**config.mk**
```make
export PLATFORM = sky130hd
export DESIGN_NAME = flash_seq
export DESIGN_NICKNAME = d
export VERILOG_FILES = /design/src/rtl/flash_seq_pkg.sv /design/src/rtl/flash_bus_port.sv /design/src/rtl/flash_pulse_timer.sv /design/src/rtl/flash_try_counter.sv /design/src/rtl/flash_seq.sv
export SDC_FILE = /design/constraint.sdc
export NUM_CORES = 1
export LEC_CHECK = 0
export BUFFER_PORTS_ARGS = -buffer_cell sky130_fd_sc_hd__buf_4
export CORE_MARGIN = 5
export CORE_UTILIZATION = 55
export CTS_CLUSTER_DIAMETER = 120
export DETAILED_ROUTE_END_ITERATION = 10
export GPL_ROUTABILITY_DRIVEN = 1
export PLACE_DENSITY_LB_ADDON = 0.2
export SYNTH_ARGS = -nofsm -noshare
export SYNTH_HDL_FRONTEND = slang
export SYNTH_HIERARCHICAL = 1
export SYNTH_SLANG_ARGS = --single-unit
```
**constraint.sdc**
```tcl
create_clock -name clk -period 6 [get_ports clk]
set_input_delay 0.6 -clock clk [delete_from_list [all_inputs] [get_ports clk]]
set_output_delay 0.6 -clock clk [all_outputs]
set_load 0.03 [all_outputs]
```
**src/rtl/flash_seq_pkg.sv**
```systemverilog
// Package: shared state type and flash command codes for the sequencer.
// Assumes a byte-wide flash with an internal command register.
package flash_seq_pkg;

    localparam int BYTE_W = 8;

    localparam logic [BYTE_W-1:0] CMD_READ_MODE  = 8'h00;
    localparam logic [BYTE_W-1:0] CMD_PROG_SETUP = 8'h40;
    localparam logic [BYTE_W-1:0] CMD_PROG_CHECK = 8'hC0;
    localparam logic [BYTE_W-1:0] CMD_ERASE      = 8'h20;
    localparam logic [BYTE_W-1:0] CMD_ERASE_CHK  = 8'hA0;
    localparam logic [BYTE_W-1:0] BYTE_BLANK     = 8'hFF;
    localparam logic [BYTE_W-1:0] BYTE_ZERO      = 8'h00;

    typedef enum logic [3:0] {
        S_IDLE,
        S_PSETUP,
        S_PDATA,
        S_PWAIT,
        S_PVCMD,
        S_PVREAD,
        S_ESETUP,
        S_EGO,
        S_EWAIT,
        S_EVCMD,
        S_EVREAD,
        S_EXIT
    } seq_state_t;

    // True for states that perform exactly one bus transfer.
    function automatic logic is_bus_state(seq_state_t s);
        return (s != S_IDLE) && (s != S_PWAIT) && (s != S_EWAIT);
    endfunction

endpackage

```
**src/rtl/flash_bus_port.sv**
```systemverilog
// Module: flash_bus_port
// Holds a single request/acknowledge transfer on the flash bus.
// Assumes op_start arrives only while no transfer is outstanding; the
// fields are registered on op_start and held until bus_ack is seen.
module flash_bus_port #(
    parameter int ADDR_W = 15,
    parameter int DATA_W = 8
) (
    input  logic              clk,
    input  logic              rst_n,
    input  logic              op_start,
    input  logic              op_we,
    input  logic [ADDR_W-1:0] op_addr,
    input  logic [DATA_W-1:0] op_wdata,
    output logic              op_done,
    output logic              bus_req,
    output logic              bus_we,
    output logic [ADDR_W-1:0] bus_addr,
    output logic [DATA_W-1:0] bus_wdata,
    input  logic              bus_ack
);

    // Launch a transfer, then hold it until acknowledged.
    always_ff @(posedge clk) begin
        if (!rst_n) begin
            bus_req   <= 1'b0;
            bus_we    <= 1'b0;
            bus_addr  <= '0;
            bus_wdata <= '0;
        end else if (op_start) begin
            bus_req   <= 1'b1;
            bus_we    <= op_we;
            bus_addr  <= op_addr;
            bus_wdata <= op_wdata;
        end else if (bus_req && bus_ack) begin
            bus_req   <= 1'b0;
        end
    end

    // The transfer completes in the cycle the acknowledge meets the request.
    assign op_done = bus_req & bus_ack;

endmodule

```
**src/rtl/flash_pulse_timer.sv**
```systemverilog
// Module: flash_pulse_timer
// Down-counter that measures a program or erase pulse in clock cycles.
// Assumes load is a single-cycle pulse; expired is low while loading.
module flash_pulse_timer #(
    parameter int CNT_W = 20
) (
    input  logic             clk,
    input  logic             rst_n,
    input  logic             load,
    input  logic [CNT_W-1:0] load_val,
    output logic             expired
);

    logic [CNT_W-1:0] cnt;

    // Load the pulse length, then count down to zero.
    always_ff @(posedge clk) begin
        if (!rst_n) begin
            cnt <= '0;
        end else if (load) begin
            cnt <= load_val;
        end else if (cnt != '0) begin
            cnt <= cnt - CNT_W'(1);
        end
    end

    // Report the end of the pulse once the count has drained.
    assign expired = !load && (cnt == '0);

endmodule

```
**src/rtl/flash_try_counter.sv**
```systemverilog
// Module: flash_try_counter
// Attempt counter with a synchronous clear that wins over the increment.
// Assumes the caller checks the limit, so the count never wraps in use.
module flash_try_counter #(
    parameter int CNT_W = 5
) (
    input  logic             clk,
    input  logic             rst_n,
    input  logic             clear,
    input  logic             inc,
    output logic [CNT_W-1:0] count
);

    // Count attempts; clear restarts the count for a new byte or run.
    always_ff @(posedge clk) begin
        if (!rst_n) begin
            count <= '0;
        end else if (clear) begin
            count <= '0;
        end else if (inc) begin
            count <= count + CNT_W'(1);
        end
    end

endmodule

```
**src/rtl/flash_seq.sv**
```systemverilog
// Module: flash_seq (top)
// Runs the byte-program algorithm and the full-chip erase algorithm on a
// flash command interface: command writes and verify reads over a
// request/acknowledge bus, pulse timing, read-back comparison and retries.
// Assumes the flash answers each request with bus_ack and, for reads,
// valid bus_rdata in the same cycle.
module flash_seq
    import flash_seq_pkg::*;
#(
    parameter int ADDR_W      = 15,
    parameter int DEPTH       = 32768,
    parameter int PROG_PULSE  = 500,
    parameter int ERASE_PULSE = 500000,
    parameter int PROG_TRIES  = 25,
    parameter int ERASE_TRIES = 1000
) (
    input  logic              clk,
    input  logic              rst_n,
    input  logic              prog_start,
    input  logic [ADDR_W-1:0] prog_addr,
    input  logic [7:0]        prog_data,
    input  logic              erase_start,
    output logic              busy,
    output logic              done,
    output logic              fail,
    output logic [ADDR_W-1:0] fail_addr,
    output logic              bus_req,
    output logic              bus_we,
    output logic [ADDR_W-1:0] bus_addr,
    output logic [7:0]        bus_wdata,
    input  logic              bus_ack,
    input  logic [7:0]        bus_rdata
);

    localparam int PULSE_MAX = (ERASE_PULSE > PROG_PULSE) ? ERASE_PULSE : PROG_PULSE;
    localparam int TW  = $clog2(PULSE_MAX + 1);
    localparam int PCW = $clog2(PROG_TRIES + 1);
    localparam int ECW = $clog2(ERASE_TRIES + 1);
    localparam logic [TW-1:0]     PROG_LEN  = TW'(PROG_PULSE);
    localparam logic [TW-1:0]     ERASE_LEN = TW'(ERASE_PULSE);
    localparam logic [PCW-1:0]    PROG_LIM  = PCW'(PROG_TRIES);
    localparam logic [ECW-1:0]    ERASE_LIM = ECW'(ERASE_TRIES);
    localparam logic [ADDR_W-1:0] LAST_ADDR = ADDR_W'(DEPTH - 1);
    localparam logic [ADDR_W-1:0] ADDR_ONE  = ADDR_W'(1);

    seq_state_t        state, state_n;
    logic              launch;
    logic [ADDR_W-1:0] cur_addr, addr_n;
    logic [7:0]        cur_data, data_n;
    logic              erase_mode, mode_n;
    logic              ok_q, ok_n;
    logic [ADDR_W-1:0] fail_addr_q, faddr_n;
    logic              clr_prog, clr_erase;
    logic              done_q, fail_q;

    logic              op_start, op_we, op_done;
    logic [ADDR_W-1:0] op_addr;
    logic [7:0]        op_wdata;
    logic              tmr_load, pulse_over;
    logic [TW-1:0]     tmr_val;
    logic [PCW-1:0]    prog_tries;
    logic [ECW-1:0]    erase_tries;

    flash_bus_port #(.ADDR_W(ADDR_W), .DATA_W(BYTE_W)) u_port (
        .clk(clk), .rst_n(rst_n),
        .op_start(op_start), .op_we(op_we), .op_addr(op_addr), .op_wdata(op_wdata),
        .op_done(op_done),
        .bus_req(bus_req), .bus_we(bus_we), .bus_addr(bus_addr), .bus_wdata(bus_wdata),
        .bus_ack(bus_ack)
    );

    flash_pulse_timer #(.CNT_W(TW)) u_timer (
        .clk(clk), .rst_n(rst_n),
        .load(tmr_load), .load_val(tmr_val), .expired(pulse_over)
    );

    flash_try_counter #(.CNT_W(PCW)) u_prog_cnt (
        .clk(clk), .rst_n(rst_n),
        .clear(clr_prog), .inc(launch && (state == S_PDATA)), .count(prog_tries)
    );

    flash_try_counter #(.CNT_W(ECW)) u_erase_cnt (
        .clk(clk), .rst_n(rst_n),
        .clear(clr_erase), .inc(launch && (state == S_EGO)), .count(erase_tries)
    );

    // Pick the single bus transfer belonging to the current state.
    always_comb begin
        op_we    = 1'b1;
        op_addr  = cur_addr;
        op_wdata = CMD_READ_MODE;
        unique case (state)
            S_PSETUP: op_wdata = CMD_PROG_SETUP;
            S_PDATA:  op_wdata = cur_data;
            S_PVCMD:  op_wdata = CMD_PROG_CHECK;
            S_PVREAD: op_we    = 1'b0;
            S_ESETUP: op_wdata = CMD_ERASE;
            S_EGO:    op_wdata = CMD_ERASE;
            S_EVCMD:  op_wdata = CMD_ERASE_CHK;
            S_EVREAD: op_we    = 1'b0;
            default:  op_wdata = CMD_READ_MODE;
        endcase
    end

    // Launch a transfer or load the timer in the first cycle of a state.
    always_comb begin
        op_start = launch && is_bus_state(state);
        tmr_load = launch && ((state == S_PWAIT) || (state == S_EWAIT));
        tmr_val  = (state == S_EWAIT) ? ERASE_LEN : PROG_LEN;
    end

    // Next-state logic for both algorithms.
    always_comb begin
        state_n   = state;
        addr_n    = cur_addr;
        data_n    = cur_data;
        mode_n    = erase_mode;
        ok_n      = ok_q;
        faddr_n   = fail_addr_q;
        clr_prog  = 1'b0;
        clr_erase = 1'b0;
        unique case (state)
            S_IDLE: begin
                if (prog_start) begin
                    state_n  = S_PSETUP;
                    addr_n   = prog_addr;
                    data_n   = prog_data;
                    mode_n   = 1'b0;
                    clr_prog = 1'b1;
                end else if (erase_start) begin
                    state_n   = S_PSETUP;
                    addr_n    = '0;
                    data_n    = BYTE_ZERO;
                    mode_n    = 1'b1;
                    clr_prog  = 1'b1;
                    clr_erase = 1'b1;
                end
            end
            S_PSETUP: if (op_done) state_n = S_PDATA;
            S_PDATA:  if (op_done) state_n = S_PWAIT;
            S_PWAIT:  if (pulse_over) state_n = S_PVCMD;
            S_PVCMD:  if (op_done) state_n = S_PVREAD;
            S_PVREAD: begin
                if (op_done) begin
                    if (bus_rdata == cur_data) begin
                        if (!erase_mode) begin
                            ok_n    = 1'b1;
                            state_n = S_EXIT;
                        end else if (cur_addr == LAST_ADDR) begin
                            addr_n  = '0;
                            state_n = S_ESETUP;
                        end else begin
                            addr_n   = cur_addr + ADDR_ONE;
                            clr_prog = 1'b1;
                            state_n  = S_PSETUP;
                        end
                    end else if (prog_tries >= PROG_LIM) begin
                        ok_n    = 1'b0;
                        faddr_n = cur_addr;
                        state_n = S_EXIT;
                    end else begin
                        state_n = S_PSETUP;
                    end
                end
            end
            S_ESETUP: if (op_done) state_n = S_EGO;
            S_EGO:    if (op_done) state_n = S_EWAIT;
            S_EWAIT:  if (pulse_over) state_n = S_EVCMD;
            S_EVCMD:  if (op_done) state_n = S_EVREAD;
            S_EVREAD: begin
                if (op_done) begin
                    if (bus_rdata == BYTE_BLANK) begin
                        if (cur_addr == LAST_ADDR) begin
                            ok_n    = 1'b1;
                            state_n = S_EXIT;
                        end else begin
                            addr_n  = cur_addr + ADDR_ONE;
                            state_n = S_EVCMD;
                        end
                    end else if (erase_tries >= ERASE_LIM) begin
                        ok_n    = 1'b0;
                        faddr_n = cur_addr;
                        state_n = S_EXIT;
                    end else begin
                        state_n = S_ESETUP;
                    end
                end
            end
            S_EXIT:   if (op_done) state_n = S_IDLE;
            default:  state_n = S_IDLE;
        endcase
    end

    // Sequencer registers.
    always_ff @(posedge clk) begin
        if (!rst_n) begin
            state       <= S_IDLE;
            launch      <= 1'b0;
            cur_addr    <= '0;
            cur_data    <= '0;
            erase_mode  <= 1'b0;
            ok_q        <= 1'b0;
            fail_addr_q <= '0;
        end else begin
            state       <= state_n;
            launch      <= (state_n != state) && (state_n != S_IDLE);
            cur_addr    <= addr_n;
            cur_data    <= data_n;
            erase_mode  <= mode_n;
            ok_q        <= ok_n;
            fail_addr_q <= faddr_n;
        end
    end

    // One-cycle result pulses, raised as the final read-mode write completes.
    always_ff @(posedge clk) begin
        if (!rst_n) begin
            done_q <= 1'b0;
            fail_q <= 1'b0;
        end else begin
            done_q <= (state == S_EXIT) && op_done && ok_q;
            fail_q <= (state == S_EXIT) && op_done && !ok_q;
        end
    end

    assign busy      = (state != S_IDLE);
    assign done      = done_q;
    assign fail      = fail_q;
    assign fail_addr = fail_addr_q;

endmodule

```
==> qor_table.md <==
| Group | Parameter | Value |
|---|---|---|
| grt | Number of antenna violations at the first check in global routing | 0 |
| cts | TritonCTS clock tree | built |
| floorplan | Top-level port count | 79 |
| detailed routing | Wire length after detailed routing | 13900 um |
| cts | Post-cts gate resize count | 0 |
| synth | Multiplexer fraction of the synthesized cell area | 0.0805 |
| final layout | Fraction of final layout cells sized beyond drive strength 1 | 0.174 |
| power | Sequential cell fraction of total power | 0.466 |
| cts | Number of clock buffers inserted by TritonCTS | 9 |
| synth | Sequential fraction of the synthesis area | 0.379 |
| power | Maximum ir drop on the vdd rail | 0.000229 V |
| sta | Relative slew slack | 0.294 |
| sta | Setup TNS | 0 ns |
| grt | All-Layer GR Usage | 0.221 |
| critical path | Slowest cell on the critical path | dfxtp_1 |
| sta | Worst Slack Setup Final | 2.62 ns |
| floorplan | Width of the chip | 111 um |
| grt | Global route overflow | 0 |
| sta | Total of endpoints with negative setup slack in the final report | 0 |
| floorplan | Core Area | 9860 sq um |
| critical path | Crit path buffers/inverters | 1 |
| floorplan | Row Count | 36 |
| critical path | Category of cells accounting for the largest share of critical-path delay | simple AND/OR/NAND/NOR gates |
| final layout | Most common cell after layout, fill and taps aside | dfxtp_1 |
| sta | Actual transition at the worst max-transition pin | 1.06 ns |
| synth | Post-synthesis instance area | 5600 sq um |
| synth | Most used flip-flop cell after synthesis | dfxtp_1 |
| sta | Skew final | 0.0147 ns |
| critical path | Cells along the critical path | nor2_1 -> a21oi_1 -> nor3b_2 -> buf_4 -> nor3_1 -> nor4bb_1 -> nand3b_1 -> o2111ai_1 -> nand2_1 -> o311ai_0 -> a221oi_1 -> a311oi_1 |
| final layout | Most frequent cells in the layout | dfxtp_1 (106), buf_4 (82), nor2_1 (65) |
| power | Int Power | 1.22 mW |
| cts | Number of levels in the clock H-tree | 3 |
| detailed routing | Count of TritonRoute iterations in the first routing pass | 5 |
| power | Power density normalized to cell area | 293 nW/um^2 |
| detailed routing | Top layer in use | met4 |
| cts | Number of buffers inserted for hold repair after clock tree synthesis | 0 |
| synth | Number of warnings reported in the yosys synthesis log | 6 |
| sta | Setup repair after global routing missed its margin | false |
| synth | Cell count after synthesis | 649 |
| critical path | Arr. time, crit path | 3.66 ns |
| floorplan | Die outline height | 111 um |
| detailed routing | Initial detailed-routing violation count | 384 |
| synth | Number of register bits inferred by synthesis | 106 |
| detailed routing | Detailed-route wire length per cell | 16.3 um |
| power | Total power draw | 1.87 mW |
| synth | Fraction of post-synthesis cell area in the top cell type by area | 0.379 |
| synth | Distinct cell type count after synthesis | 77 |
| power | Leakage component of the power | 2.41 nW |
| detailed routing | ANT nets after route | 0 |
| final layout | Cell Count, Final, Fillers Out | 852 |
| sta | Slew Viols, Final | 0 |
| placement | Cell area after placement | 6210 sq um |
| placement | Post-Place Worst Slack | 2.75 ns |
| critical path | Crit path launch type | register |
| run status | Run status | complete, no violations |
| hold path | Type of the tightest min-delay check | register to register |
| sta | Final clock period utilization by the worst path | 0.564 |
| cts | Clock buffer depth | 2 |
| run | Number of maximum-capacitance constraint violations | 0 |
| synth | Synth Area in Compound Gates | 0.181 |
| grt | First-pass GRT wire length | 23000 um |
| power | Clock share of power | 0.229 |
| detailed routing | DR DRC count | 0 |
| detailed routing | Met1 routed wirelength after detailed routing | 6340 um |
| synth | Largest cells by area after synthesis | dfxtp_1 (38%), mux2i_1 (8.1%), nor2_1 (4.4%) |
| critical path | Required time of the critical path | 6.27 ns |
| final layout | Number of nets at the end of the flow | 756 |
| placement | Placed cell count | 838 |
| power | Proportion of total power due to net switching | 0.347 |
| critical path | Largest incremental delay on the critical path | 0.77 ns |
| detailed routing | Detailed-route vias per instance | 5.84 |
| synth | Combinational family with the most area after synthesis | simple AND/OR/NAND/NOR gates |
| synth | Share of synthesized flip-flops with an asynchronous set or reset | 0 |
| placement | Final weighted congestion in routability-driven placement | 0.915 |
| cts | CTS Sinks | 106 |
| grt | Largest net degree at the start of global routing | 55 |
| detailed routing | Total via count after detailed routing | 4972 |
| final layout | Finished layout cell area | 6390 sq um |
| synth | Synth Area in Simple Gates | 0.263 |
| sta | Highest clock frequency the design can meet | 296 MHz |
| critical path | Worst Path Class, Setup | register to register |
| cts | Number of buffers inserted by post-CTS setup repair | 0 |
| sta | Min cycle time layout | 3.38 ns |
| placement | Number of input and output port buffers inserted | 78 |
| synth | Synthesized-area fraction occupied by adder cells | 0.00894 |
| grt | Via count of the first global-routing pass | 4717 |
| synth | Largest area contributor in the synthesized netlist | dfxtp_1 |
| floorplan | Effective utilization at floorplan | 0.567 |
| critical path | Worst Path Max Fanout | 27 |
| placement | Post-detail-place hpwl | 9940 um |
| cts | Clock slew at the register clock pins of the worst setup and hold paths | 0.10 ns |
| synth | XOR/XNOR Fraction of Synth Area | 0.0360 |
| final layout | Antenna Diode Count | 0 |
| sta | Number of hold-slack violations in the final timing report | 0 |
| floorplan | Total Die Area | 12300 sq um |
| synth | Number of enable flip-flop cells after synthesis | 0 |
| critical path | Sort of element at the end of the critical path | register |
| cts | Source-to-sink clock delay at the later pin of the worst-skew pair | 0.37 ns |
| cts | Root Buffer Master | clkbuf_8 |
| power | Power share of the combinational group | 0.305 |
| synth | Mean cell area of the mapped netlist | 8.62 sq um |
| final layout | Signed area change from the synthesized netlist to the final layout | 14.2% |
| detailed routing | Detail Route met2 WL | 6400 um |
| power | Switching power | 0.649 mW |
| detailed routing | WL met3 | 782 um |
==> power groups by stage <==
stage	combinational [mW]	sequential (mW)	clock, mW
finish	0.570	0.872	0.428
global route	0.631	0.885	0.463
CTS	0.571	0.870	0.438
floorplan	0.468	0.864	0
detailed placement	0.567	0.886	0
global placement	0.552	0.884	0
==> metal layers <==
metal,track usage,up-vias
li1,-,2459
met5,0,-
met3,0.0393,26
met2,0.349,176
met4,0.0936,0
met1,0.298,2311
==> kinds of logic after synthesis <==
family / count (synthesis)
simple gates: 268
flops: 106
compound gates: 147
buf+inv: 54
other cells: 2
fa+ha+maj: 4
xor+xnor: 23
mux: 45
==> sequential cells by signal, summed over array words and instances (netlist names) <==
signal and count:
fail_addr 15, u_port/bus_we 1, state 4, u_prog_cnt/count 5
u_timer/cnt 19, u_erase_cnt/count 10, u_port/bus_addr 15, fail 1
u_port/bus_req 1, done 1, ok_q 1, cur_addr 15
launch 1, cur_data 8, u_port/bus_wdata 8, erase_mode 1
==> area by class of cell <==
class	instances	area, sq um
fillers	836	3470
multi-input cells	499	3240
flip-flops and latches	106	2120
repair buffers	82	616
well taps	133	166
clock buffers	10	128
inverters	18	67.6
clock inverters	4	55.1
==> synthesized netlist by cell type, types with 5 or more instances <==
| library cell | instances |
|---|---|
| nand4_1 | 13 |
| inv_1 | 16 |
| mux2i_1 | 45 |
| o31a_1 | 5 |
| dfxtp_1 | 106 |
| a22oi_1 | 10 |
| xor2_1 | 13 |
| a211oi_1 | 7 |
| buf_2 | 6 |
| and2_1 | 11 |
| nand3_1 | 16 |
| xnor2_1 | 10 |
| nor2b_1 | 31 |
| nand2_1 | 63 |
| clkbuf_1 | 19 |
| nor2_1 | 65 |
| o31ai_1 | 10 |
| nor3_1 | 13 |
| o21ai_0 | 25 |
| a21oi_1 | 35 |
| nor4_1 | 8 |
==> final timing paths <==
path / startpoint / to / slack (ns) / cells past startpoint
worst min-delay path: ok_q / fail / 0.46 / 1
worst max register to register: state[3] / launch / 2.62 / 12
worst max-delay path: state[3] / launch / 2.62 / 12
worst min register to register: ok_q / fail / 0.46 / 1
==> metrics by stage <==
stage,hold WS [ns],util
after global placement,0.455,0.629
after CTS,0.460,0.648
after global routing,0.460,0.648
final,0.461,0.648
after floorplan,0.398,-
after detailed placement,0.442,0.629
No activity file was read; power rests on OpenSTA's default activity.
